[src/rtl/tx_stat_pkg.sv]
package tx_stat_pkg;
  localparam logic [15:0] TPID_CUST    = 16'h8100;
  localparam logic [15:0] TPID_SVC     = 16'h88A8;
  localparam logic [15:0] ETYPE_MACCTL = 16'h8808;
  localparam logic [15:0] OPC_PAUSE    = 16'h0001;
  localparam logic [15:0] OPC_PFC      = 16'h0101;

  localparam int unsigned BASE_HDR     = 14;
  localparam int unsigned TAG_BYTES    = 4;
  localparam int unsigned FCS_BYTES    = 4;
  localparam int unsigned MAX_UNTAGGED = 1518;
  localparam int unsigned MAX_LENFIELD = 1500;
  localparam int unsigned MIN_PAYLOAD  = 46;
  // header bytes needed: two tags, effective type and subtype
  localparam int unsigned HDR_KEEP     = BASE_HDR - 2 + 2 * TAG_BYTES + 4;

  // field order is the bit order 39..32 of the status word
  typedef struct packed {
    logic pfc;
    logic ucast;
    logic mcast;
    logic bcast;
    logic pause;
    logic ctrl;
    logic vlan;
    logic svlan;
  } frame_flags_t;
endpackage

[src/rtl/tx_stat_capture.sv]
module tx_stat_capture
  import tx_stat_pkg::*;
#(
  parameter int unsigned DATA_W    = 128,
  parameter int unsigned LEN_W     = 16,
  parameter int unsigned HDR_BYTES = 24,
  localparam int unsigned BEAT_BYTES = DATA_W / 8,
  localparam int unsigned EMPTY_W    = $clog2(BEAT_BYTES),
  localparam int unsigned HDR_BEATS  = (HDR_BYTES + BEAT_BYTES - 1) / BEAT_BYTES,
  localparam int unsigned IDX_W      = $clog2(HDR_BEATS + 1)
) (
  input  logic                   clk,
  input  logic                   rst_n,
  input  logic                   in_valid,
  input  logic                   in_sop,
  input  logic                   in_eop,
  input  logic [DATA_W-1:0]      in_data,
  input  logic [EMPTY_W-1:0]     in_empty,
  output logic [HDR_BYTES*8-1:0] hdr,
  output logic [LEN_W-1:0]       byte_cnt,
  output logic                   frame_done,
  output logic                   pkt_open
);
  logic               in_pkt_q, in_pkt_d;
  logic [LEN_W-1:0]   cnt_q, cnt_d;
  logic [IDX_W-1:0]   idx_q, idx_d, cur_idx;
  logic               done_q, done_d;
  logic               beat_ok, start, cont, last, cnt_en, idx_en;
  logic [LEN_W-1:0]   beat_bytes;
  logic [LEN_W:0]     sum_w;

  always_comb begin
    beat_ok    = in_valid && !(in_sop && in_eop);
    start      = beat_ok && in_sop;
    cont       = beat_ok && !in_sop && in_pkt_q;
    last       = cont && in_eop;
    beat_bytes = in_eop ? (LEN_W'(BEAT_BYTES) - LEN_W'(in_empty)) : LEN_W'(BEAT_BYTES);
    sum_w      = {1'b0, cnt_q} + {1'b0, beat_bytes};

    in_pkt_d = in_pkt_q;
    if (start)     in_pkt_d = 1'b1;
    else if (last) in_pkt_d = 1'b0;

    cnt_en = start || cont;
    if (start)           cnt_d = LEN_W'(BEAT_BYTES);
    else if (sum_w[LEN_W]) cnt_d = '1;
    else                 cnt_d = sum_w[LEN_W-1:0];

    cur_idx = start ? '0 : idx_q;
    idx_en  = start || (cont && (idx_q < IDX_W'(HDR_BEATS)));
    idx_d   = cur_idx + 1'b1;
    done_d  = last;
  end

  always_ff @(posedge clk or negedge rst_n) begin
    if (!rst_n) begin
      in_pkt_q <= 1'b0;
      done_q   <= 1'b0;
    end else begin
      in_pkt_q <= in_pkt_d;
      done_q   <= done_d;
    end
  end

  always_ff @(posedge clk or negedge rst_n) begin
    if (!rst_n)      cnt_q <= '0;
    else if (cnt_en) cnt_q <= cnt_d;
  end

  always_ff @(posedge clk or negedge rst_n) begin
    if (!rst_n)      idx_q <= '0;
    else if (idx_en) idx_q <= idx_d;
  end

  // one holding register per kept header byte, loaded from its beat and lane
  for (genvar i = 0; i < HDR_BYTES; i++) begin : g_hdr
    localparam int unsigned BEAT = i / BEAT_BYTES;
    localparam int unsigned LANE = i % BEAT_BYTES;
    logic [7:0] hq;
    logic       wr;
    assign wr = cnt_en && (cur_idx == IDX_W'(BEAT));
    always_ff @(posedge clk or negedge rst_n) begin
      if (!rst_n)  hq <= '0;
      else if (wr) hq <= in_data[DATA_W-1-8*LANE -: 8];
    end
    assign hdr[(HDR_BYTES-i)*8-1 -: 8] = hq;
  end

  assign byte_cnt   = cnt_q;
  assign frame_done = done_q;
  assign pkt_open   = in_pkt_q;

  // a finished frame spans at least two beats, one of them full
  a_r5_min_count: assert property (@(posedge clk) disable iff (!rst_n)
    frame_done |-> (byte_cnt > LEN_W'(BEAT_BYTES)));
endmodule

[src/rtl/tx_stat_decode.sv]
module tx_stat_decode
  import tx_stat_pkg::*;
#(
  parameter int unsigned LEN_W     = 16,
  parameter int unsigned HDR_BYTES = 24
) (
  input  logic [HDR_BYTES*8-1:0] hdr,
  input  logic [LEN_W-1:0]       byte_cnt,
  output frame_flags_t           flags,
  output logic [LEN_W-1:0]       frame_len,
  output logic [LEN_W-1:0]       pay_len,
  output logic                   len_err,
  output logic                   oversize
);
  logic [7:0]     hb [HDR_BYTES];
  logic [15:0]    t0, t1, etype, opcode;
  logic           stacked, single, bcast;
  logic [1:0]     ntag;
  logic [LEN_W:0] hdr_len, flen_w, max_len;

  for (genvar i = 0; i < HDR_BYTES; i++) begin : g_byte
    assign hb[i] = hdr[(HDR_BYTES-i)*8-1 -: 8];
  end

  always_comb begin
    t0      = {hb[12], hb[13]};
    t1      = {hb[16], hb[17]};
    stacked = ((t0 == TPID_CUST) || (t0 == TPID_SVC)) && (t1 == TPID_CUST);
    single  = (t0 == TPID_CUST) && !stacked;
    ntag    = stacked ? 2'd2 : (single ? 2'd1 : 2'd0);

    case (ntag)
      2'd1:    begin etype = {hb[16], hb[17]}; opcode = {hb[18], hb[19]}; end
      2'd2:    begin etype = {hb[20], hb[21]}; opcode = {hb[22], hb[23]}; end
      default: begin etype = {hb[12], hb[13]}; opcode = {hb[14], hb[15]}; end
    endcase

    bcast = &{hb[0], hb[1], hb[2], hb[3], hb[4], hb[5]};

    flags.ucast = !hb[0][0];
    flags.mcast = hb[0][0] && !bcast;
    flags.bcast = bcast;
    flags.ctrl  = (etype == ETYPE_MACCTL);
    flags.pause = flags.ctrl && (opcode == OPC_PAUSE);
    flags.pfc   = flags.ctrl && (opcode == OPC_PFC);
    flags.vlan  = (ntag != 2'd0);
    flags.svlan = stacked;

    hdr_len = (LEN_W+1)'(BASE_HDR) + (LEN_W+1)'(TAG_BYTES) * (LEN_W+1)'(ntag);
    if ({1'b0, byte_cnt} >= hdr_len) pay_len = byte_cnt - hdr_len[LEN_W-1:0];
    else                             pay_len = '0;

    flen_w    = {1'b0, byte_cnt} + (LEN_W+1)'(FCS_BYTES);
    frame_len = flen_w[LEN_W] ? '1 : flen_w[LEN_W-1:0];

    max_len  = (LEN_W+1)'(MAX_UNTAGGED) + (LEN_W+1)'(TAG_BYTES) * (LEN_W+1)'(ntag);
    oversize = flen_w > max_len;

    len_err = (32'(etype) <= MAX_LENFIELD) && (32'(pay_len) != 32'(etype)) &&
              !((32'(etype) < MIN_PAYLOAD) && (32'(pay_len) == MIN_PAYLOAD));
  end
endmodule

[src/rtl/tx_frame_status.sv]
module tx_frame_status
  import tx_stat_pkg::*;
#(
  parameter int unsigned DATA_W = 128,
  parameter int unsigned LEN_W  = 16,
  localparam int unsigned EMPTY_W = $clog2(DATA_W / 8),
  localparam int unsigned STAT_W  = $bits(frame_flags_t) + 2 * LEN_W,
  localparam int unsigned ERR_W   = 7
) (
  input  logic               clk,
  input  logic               rst_n,
  input  logic               tx_valid,
  input  logic               tx_sop,
  input  logic               tx_eop,
  input  logic [DATA_W-1:0]  tx_data,
  input  logic [EMPTY_W-1:0] tx_empty,
  output logic               stat_valid,
  output logic [STAT_W-1:0]  stat_word,
  output logic [ERR_W-1:0]   stat_err
);
  localparam int unsigned HDR_BYTES = HDR_KEEP;

  logic                   rst_meta, rst_sync;
  logic [HDR_BYTES*8-1:0] hdr;
  logic [LEN_W-1:0]       byte_cnt, frame_len, pay_len;
  logic                   frame_done, pkt_open, len_err, oversize;
  frame_flags_t           flags;
  logic                   valid_q, valid_d;
  logic [STAT_W-1:0]      word_q, word_d;
  logic [ERR_W-1:0]       err_q, err_d;
  logic                   rec_en;

  // reset asserts at once, releases on the clock
  always_ff @(posedge clk or negedge rst_n) begin
    if (!rst_n) begin
      rst_meta <= 1'b0;
      rst_sync <= 1'b0;
    end else begin
      rst_meta <= 1'b1;
      rst_sync <= rst_meta;
    end
  end

  tx_stat_capture #(
    .DATA_W(DATA_W), .LEN_W(LEN_W), .HDR_BYTES(HDR_BYTES)
  ) u_cap (
    .clk(clk), .rst_n(rst_sync),
    .in_valid(tx_valid), .in_sop(tx_sop), .in_eop(tx_eop),
    .in_data(tx_data), .in_empty(tx_empty),
    .hdr(hdr), .byte_cnt(byte_cnt), .frame_done(frame_done), .pkt_open(pkt_open)
  );

  tx_stat_decode #(
    .LEN_W(LEN_W), .HDR_BYTES(HDR_BYTES)
  ) u_dec (
    .hdr(hdr), .byte_cnt(byte_cnt), .flags(flags),
    .frame_len(frame_len), .pay_len(pay_len),
    .len_err(len_err), .oversize(oversize)
  );

  always_comb begin
    rec_en  = frame_done;
    valid_d = frame_done;
    word_d  = {flags, frame_len, pay_len};
    err_d   = '0;
    err_d[2] = len_err;
    err_d[1] = oversize;
  end

  always_ff @(posedge clk or negedge rst_sync) begin
    if (!rst_sync) valid_q <= 1'b0;
    else           valid_q <= valid_d;
  end

  always_ff @(posedge clk or negedge rst_sync) begin
    if (!rst_sync) begin
      word_q <= '0;
      err_q  <= '0;
    end else if (rec_en) begin
      word_q <= word_d;
      err_q  <= err_d;
    end
  end

  assign stat_valid = valid_q;
  assign stat_word  = word_q;
  assign stat_err   = err_q;

  a_r1_single_pulse: assert property (@(posedge clk) disable iff (!rst_sync)
    stat_valid |=> !stat_valid);

  a_r1_latency: assert property (@(posedge clk) disable iff (!rst_sync)
    (tx_valid && tx_eop && !tx_sop && pkt_open) |=> ##1 stat_valid);

  a_r10_ignored_beat: assert property (@(posedge clk) disable iff (!rst_sync)
    (!tx_valid || (tx_sop && tx_eop) || (!tx_sop && !pkt_open)) |=> ##1 !stat_valid);

  a_r2_one_class: assert property (@(posedge clk) disable iff (!rst_sync)
    stat_valid |-> ($countones(stat_word[38:36]) == 1));

  a_r3_stack_tagged: assert property (@(posedge clk) disable iff (!rst_sync)
    (stat_valid && stat_word[32]) |-> stat_word[33]);

  a_r4_ctrl_subtype: assert property (@(posedge clk) disable iff (!rst_sync)
    (stat_valid && (stat_word[39] || stat_word[35])) |-> (stat_word[34] && !(stat_word[39] && stat_word[35])));

  a_r6_len_relation: assert property (@(posedge clk) disable iff (!rst_sync)
    stat_valid |-> (32'(stat_word[2*LEN_W-1:LEN_W]) >= 32'(stat_word[LEN_W-1:0]) + BASE_HDR));
endmodule

[config.mk]
export PLATFORM = sky130hd
export DESIGN_NAME = tx_frame_status
export DESIGN_NICKNAME = d
export VERILOG_FILES = /design/src/rtl/tx_stat_pkg.sv /design/src/rtl/tx_stat_capture.sv /design/src/rtl/tx_stat_decode.sv /design/src/rtl/tx_frame_status.sv
export SDC_FILE = /design/constraint.sdc
export NUM_CORES = 1
export LEC_CHECK = 0
export ABC_AREA = 1
export BUFFER_PORTS_ARGS = -buffer_cell sky130_fd_sc_hd__buf_2
export CAP_MARGIN = 30
export CORE_ASPECT_RATIO = 0.7
export CORE_UTILIZATION = 40
export CTS_CLUSTER_SIZE = 12
export DETAILED_ROUTE_END_ITERATION = 16
export GPL_ROUTABILITY_DRIVEN = 0
export PLACE_DENSITY_LB_ADDON = 0.15
export RECOVER_POWER = 50
export SETUP_SLACK_MARGIN = 0.1
export SYNTH_ARGS = -nofsm -noshare
export SYNTH_HDL_FRONTEND = slang
export SYNTH_SLANG_ARGS = --single-unit
[constraint.sdc]
create_clock -name clk -period 6.8 [get_ports clk]
set_clock_uncertainty 0.2 [all_clocks]
set_input_delay 0.34 -clock clk [delete_from_list [all_inputs] [get_ports clk]]
set_output_delay 0.34 -clock clk [all_outputs]
set_load 0.005 [all_outputs]
==> reports/summary.txt, run 1 <==
R2R Setup Slk = 2670 ps
Final period util = 60.71%
Design area = 13840 µm²
IO buf count = 147
Detail Placement HPWL = 23100 µm
DR DRC count = 0
Min-Delay Startpoint = tx_valid
FF-to-FF End = stat_err[2]
# diodes = 0
Yosys cell types = 49
Drt via density = 4.916
Final Util = 51.09%
First-pass GRT wire length = 51600 µm
Pwr/cell area = 364.2 nW/µm²
Async SR Flop Fraction = 100.0%
Worst-path maximum fanout = 14
Global route hottest layer = met1
WHS Path Cells = 5
Die X-Extent = 201.7 µm
Crit-path slowest cell = dfrtp_1
Register area = 5234 µm²
Vias in the first global route = 9396
FF-to-FF Start = u_cap.g_hdr[12].hq[1]
CTS tree = done
Worst R2R Path Depth = 23
Ratio of cells with drive above 1 in the final layout = 14.92%
Crit path from = u_cap.g_hdr[12].hq[1]
Antenna violation net count after detailed routing = 0
Final Slew Violations = 111
Synth area leaders = dfrtp_1, nand2_1, inv_1, o21ai_0, nor2_1
Endpoint, Worst Hold = u_cap.pkt_open
Setup violations, final = 0
GR Overflow Total = 0
Register area share after synthesis = 46.86%
RSZ-0062 raised after global routing = no
Die area = 28580 µm²
M3 GR Usage = 3.927%
Headroom to the max-slew limit = -150.4%
Total track usage = 22.89%
Layout area overhead = 24.01%
Post-cts sizing count = 0
Leakage Power = 0.007031 µW
Status = complete, but fails checks
Most used cell, CP = nand2_1
Largest net degree at the start of global routing = 143
Post-CTS setup buffers = 0
CTS root buffer = clkbuf_16
Hold Vio Cnt, Final = 0
#FFs+latches synth = 209
Failing checks = max-capacitance violations, max-slew violations
Worst path buffer plus inverter count = 3
Clock latency at the later pin of the worst-skew pair = 530 ps
Multi-input gate area = 4976 µm²
CTS Sinks = 209
Clock-pin slew on the worst setup and hold paths = 60 ps
Worst hold path class = in -> reg
Top delay family on crit path = simple AND/OR/NAND/NOR gates
CP Capture Type = flip-flop
Core ar. = 27090 µm²
Clk buf depth = 3
Critical path depth = 23
IO Pins = 185
Post-Syn Area = 11160 µm²
Initial DRT Pass Iterations = 5
Fill cell count = 2673
Routed WL = 31840 µm
Iteration-0 DRC Markers = 905
Worst slew pin tran = 3755 ps
Placed instance area = 12190 µm²
Fin Setup TNS = 0 ps
Syn_area_per_cell = 7.788 µm²
Standard-cell rows = 50
WL/cell = 15.61 µm
Final nets = 1818
Post-route minimum period = 4128 ps
Crit Path Class = reg -> reg
CTS buffer count = 23
Initial Utilization = 41.20%
H-tree levels = 1
Worst VDD drop = 0.0001906 V
Fmax = 242.2 MHz
Via Count = 10030
CP Launch Type = flip-flop
Mapped Cells = 1433
Critical path arrival = 4330 ps
Die H = 141.8 µm
Max stage delay on crit path = 450 ps
Synth top area share = 46.86%
Leading area contributor after synthesis = dfrtp_1
Met2 GRT Util = 30.34%
Worst path cell trace = inv_2 -> nand2_1 -> nor2_1 -> nand2_2 -> nand2_2 -> nand2_4 -> a21oi_2 -> ha_1 -> nand3_1 -> nand2_1 -> nor2_4 -> nand2_1 -> inv_1 -> nand2_2 -> nand3_1 -> nand2_1 -> nand3b_1 -> nor2_1 -> nand3_1 -> nand2_1 -> inv_1 -> nand3_1 -> nand2_1
Synth Flop Type = dfrtp_1
Initial antenna violation count = 0
Post-synth EDFFs = 0
Max Cap Viol = 2
Met1 usage = 37.88%
Synth warn = 0
Worst EP required = 7000 ps
-- report_power, final --
part	internal [µW]	leakage (µW)	switching, µW
sequential	1760	0.00257	380
combinational	672	0.00414	1080
clock	644	0.000319	507
total	3080	0.00703	1960
-- per-layer routing --
| layer | vias to the layer above | wire [µm] | part of all wire, % |
|---|---|---|---|
| met3 | 29 | 2499 | 7.8 |
| met5 | - | 0 | 0 |
| met1 | 4648 | 16820 | 53 |
| met2 | 317 | 12140 | 38 |
| met4 | 0 | 380 | 1.2 |
| li1 | 5034 | - | - |
-- cell usage after synthesis (all sizes together), types with 2 or more instances --
library cell and count:
nand3 76, o21ai 140, nor4 9, nand3b 4
mux2 21, dfrtp 209, inv 192, xor2 10
o22ai 11, a21oi 69, a31oi 3, nor2 189
fa 3, o311ai 2, or2 2, buf 17
nand2 363, clkinv 2, nand4 32, conb 2
ha 15, clkbuf 36, nor3 15, a22o 2
o21bai 2
-- metrics by stage --
stage	std cells	setup WS (ps)	hold slack, ps	power, µW
finish	2040	2672	28.62	5040
global route	2040	1979	47.52	5466
CTS	2038	2739	16.01	5071
detailed placement	1901	2769	-71.31	3852
global placement	1901	2767	-73.77	3809
floorplan	1437	344.6	-155.6	3284
-- registers in the layout, indices dropped and copies added, names as in the netlist --
register	cells
u_cap.idx_q	2
stat_word	40
u_cap.pkt_open	1
stat_valid	1
stat_err	2
u_cap.byte_cnt	16
rst_meta	1
u_cap.g_hdr.hq	144
u_cap.frame_done	1
rst_sync	1
-- repair_timing --
action                                 CTS  global route
hold buffers                            99             0
endpoints found under the hold margin  147             0
setup endpoints to repair                0             0
-- worst min-delay path, delay by kind of cell --
kind,cells,cell delay (ps)
AND/OR/NAND/NOR,1,50
buffers and inverters,3,200
AO/OA/AOI/OAI,1,100
-- worst max path at each step --
| stage | slack [ps] | to |
|---|---|---|
| global route | 1980 | stat_word[17] |
| CTS | 2740 | stat_err[2] |
| finish | 2670 | stat_err[2] |
| floorplan | 340 | stat_err[1] |
| global placement | 2770 | stat_err[2] |
| detailed placement | 2770 | stat_err[2] |
-- cells in the final DEF, fill, tap and decap left out, types with 4 or more instances in the layout --
| master | synthesis | layout |
|---|---|---|
| nand2_4 | 6 | 8 |
| clkbuf_16 | 0 | 23 |
| nand3_1 | 67 | 67 |
| nor3_1 | 12 | 12 |
| xor2_1 | 10 | 10 |
| o22ai_1 | 11 | 11 |
| o21ai_0 | 137 | 137 |
| dlygate4sd3_1 | 0 | 99 |
| ha_1 | 15 | 15 |
| nor2_2 | 12 | 12 |
| nand3b_1 | 4 | 4 |
| nand4_1 | 32 | 32 |
| conb_1 | 2 | 6 |
| a21oi_1 | 66 | 66 |
| inv_1 | 185 | 185 |
| nor4_1 | 9 | 9 |
| inv_2 | 7 | 7 |
| nand2_1 | 342 | 340 |
| nand2_2 | 15 | 15 |
| buf_2 | 7 | 122 |
| nor2_4 | 8 | 8 |
| nand3_2 | 8 | 8 |
| dfrtp_1 | 209 | 208 |
| nor2_1 | 167 | 167 |
| mux2_2 | 21 | 21 |
| clkbuf_1 | 36 | 35 |
-- area by class of cell --
cell class              count  area share, %
multi-input cells         981          35.95
inverters                 194          5.261
well taps                 364          3.291
clock inverters             6         0.2983
clock buffers              32          4.547
flip-flops and latches    209          37.81
repair buffers            254          12.84
-- logic make-up (layout without fill, tap and decap cells) --
| kind of cell | count (synthesis) | count (layout) | synth area share (%) |
|---|---|---|---|
| mux | 21 | 21 | 2.119 |
| other cells | 2 | 6 | 0.06729 |
| fa+ha+maj | 18 | 18 | 2.220 |
| flops | 209 | 209 | 46.86 |
| xor+xnor | 11 | 11 | 0.8632 |
| compound gates | 235 | 235 | 11.28 |
| buf+inv | 247 | 486 | 8.823 |
| simple gates | 690 | 690 | 27.77 |
(Power assumes the default switching activity.)
==> inputs of run 2 (changes only) <==
Clock period 6.8 ns to 3.44 ns, I/O delays scaled along.
==> run 2 against run 1 <==
  * The run still ends with max-capacitance violations, max-slew violations left
  * Critical path depth increased by 1
  * Sequential power increased by 97%
  * Combinational power increased by 130%
  * Routed wire length increased by 5.2%
  * Setup slack got worse by 2500 ps
  * Count of clock-buffer cells in the layout increased by 1
  * First-iteration DRC count decreased by 13%
  * Via count increased by 4.0%
  * Sequential cell count unchanged
  * Hold slack got worse by 7.2 ps
  * Highest routed layer unchanged
==> reports/summary.txt, run 2 (same netlist as run 1, synthesis figures left out) <==
Fmax = 309.7 MHz
# diodes = 0
Detail Placement HPWL = 24430 µm
GR Overflow Total = 0
Worst hold path class = in -> reg
Worst EP required = 3660 ps
RSZ-0062 raised after global routing = yes
Die area = 28580 µm²
Pwr/cell area = 729.6 nW/µm²
Total power = 10610 µW
IO buf count = 147
Vias in the first global route = 9940
CTS buffer count = 23
Crit Path Class = reg -> reg
Leakage Power = 0.007406 µW
Ratio of cells with drive above 1 in the final layout = 19.48%
CP Capture Type = flip-flop
Worst slew pin tran = 1623 ps
Final Slew Violations = 37
Final nets = 1887
Max FFs per register = 144
Worst VDD drop = 0.0003040 V
CTS tree = done
Die H = 141.8 µm
Clock latency at the later pin of the worst-skew pair = 520 ps
Clk buf depth = 3
First-pass GRT wire length = 53920 µm
Final period util = 93.87%
Commonest cells after routing, fill and taps aside = nand2_1, dfrtp_1, inv_1, nor2_1, o21ai_0
Die X-Extent = 201.7 µm
CP Launch Type = flip-flop
Biggest register = u_cap.g_hdr.hq
Initial Utilization = 41.20%
Failing checks = max-capacitance violations, max-slew violations
CTS Sinks = 209
Drt via density = 4.944
Leading cell type in the layout, fill and taps excluded = nand2_1
Critical path arrival = 3450 ps
Endpoint, Worst Hold = u_cap.byte_cnt[3]
CTS root buffer = clkbuf_16
Min Hold Slack = 21.44 ps
Max Cap Viol = 1
FF-to-FF End = stat_err[2]
IO Pins = 185
Largest net degree at the start of global routing = 92
Standard-cell rows = 50
Via Count = 10430
Setup violations, final = 0
Clock-pin slew on the worst setup and hold paths = 70 ps
Antenna violation net count after detailed routing = 0
Hold Vio Cnt, Final = 0
Final Non-Filler Cells = 2109
WHS Path Cells = 5
Dpl cells = 1958
FF-to-FF Start = u_cap.g_hdr[17].hq[3]
Headroom to the max-slew limit = -8.197%
Total track usage = 23.93%
Worst-path maximum fanout = 4
Worst R2R Path Depth = 24
Status = complete, but fails checks
Layout area overhead = 30.34%
Min-Delay Startpoint = tx_sop
Initial DRT Pass Iterations = 6
DR DRC count = 0
Routed WL = 33510 µm
H-tree levels = 1
WL/cell = 15.89 µm
R2R Setup Slk = 210 ps
Iteration-0 DRC Markers = 784
Core ar. = 27090 µm²
Initial antenna violation count = 0
Post-route minimum period = 3229 ps
[run 2: cell types whose count changed in the layout (fill, tap and decap cells not counted), moves of 3 or more]
cell,change
buf_4,+63
nor2_1,-8
buf_12,+3
nor2_2,+6
nand3_1,-5
dlygate4sd3_1,+4
inv_2,+3
clkbuf_1,-4
inv_1,-3
nand3_2,+5
[run 2: stage by stage]
step / TNS [ps] / instance area, µm² / utilization [%] / setup slack [ps]
after floorplan: 0 / 11180 / - / 175.3
after global placement: 0 / 12650 / 46.71 / 60.18
after detailed placement: 0 / 12650 / 46.71 / 10.99
after CTS: 0 / 14410 / 53.18 / 122.0
after global routing: -60.23 / 14550 / 53.70 / -60.23
final: 0 / 14550 / 53.70 / 211.0
[run 2: final cells by class]
type                       instances  area [µm²]
tap                              364       455.4
timing repair buffer             322        2320
fill                            2611       12540
inverter                         194       728.2
sequential                       209        5231
multi-input combinational        982        5099
clock inverter                     5       60.06
clock buffer                      33       653.1
[run 2: what timing repair did]
| item | CTS | global route |
|---|---|---|
| pin swaps | 0 | 5 |
| hold buffers | 103 | 0 |
| hold endpoints to repair | 151 | 0 |
| setup endpoints to repair | 1 | 6 |
| buffers inserted | 0 | 9 |
| gates cloned | 0 | 1 |
| gates resized for setup | 2 | 29 |
[run 2: worst max-delay path by stage]
stage	from	to	cells after the start
3_5_place_dp	u_cap.g_hdr[12].hq[2]	stat_err[2]	22
4_1_cts	u_cap.g_hdr[12].hq[1]	stat_err[2]	25
2_1_floorplan	u_cap.g_hdr[12].hq[2]	stat_err[2]	24
6_report	u_cap.g_hdr[17].hq[3]	stat_err[2]	24
3_3_place_gp	u_cap.g_hdr[12].hq[2]	stat_err[2]	22
5_1_grt	u_cap.g_hdr[17].hq[4]	stat_err[2]	24
[run 2: power breakdown]
group / internal (µW) / total [µW] / switching, µW
Combinational: 1680 / 4000 / 2320
Sequential: 3480 / 4220 / 743
Clock: 1390 / 2390 / 1000
[run 2: critical path, stage by stage, from the launching register on]
cell and delay, ps:
dfrtp_1 400, inv_1 120, nand2_1 60, nor2_1 110
nand2_1 100, nor2_4 200, nor2_4 70, fa_2 370
nand3_2 90, nand2_1 80, nor2_4 120, nand2_1 80
buf_4 160, a21oi_4 190, nor2_2 90, nor2_1 90
nand2_1 60, nor2_1 110, nand2_1 70, nor2_2 70
nand3_1 70, nand2_1 60, inv_1 40, nand3_1 50
nand2_1 50
[run 2: metal layers]
metal | share of wire (%) | up-vias | global-route usage (%)
li1 | - | 5184 | -
met1 | 53 | 4859 | 38.70
met2 | 38 | 341 | 32.60
met3 | 7.1 | 42 | 4.295
met4 | 1.7 | 0 | 4.625
met5 | 0 | - | 0
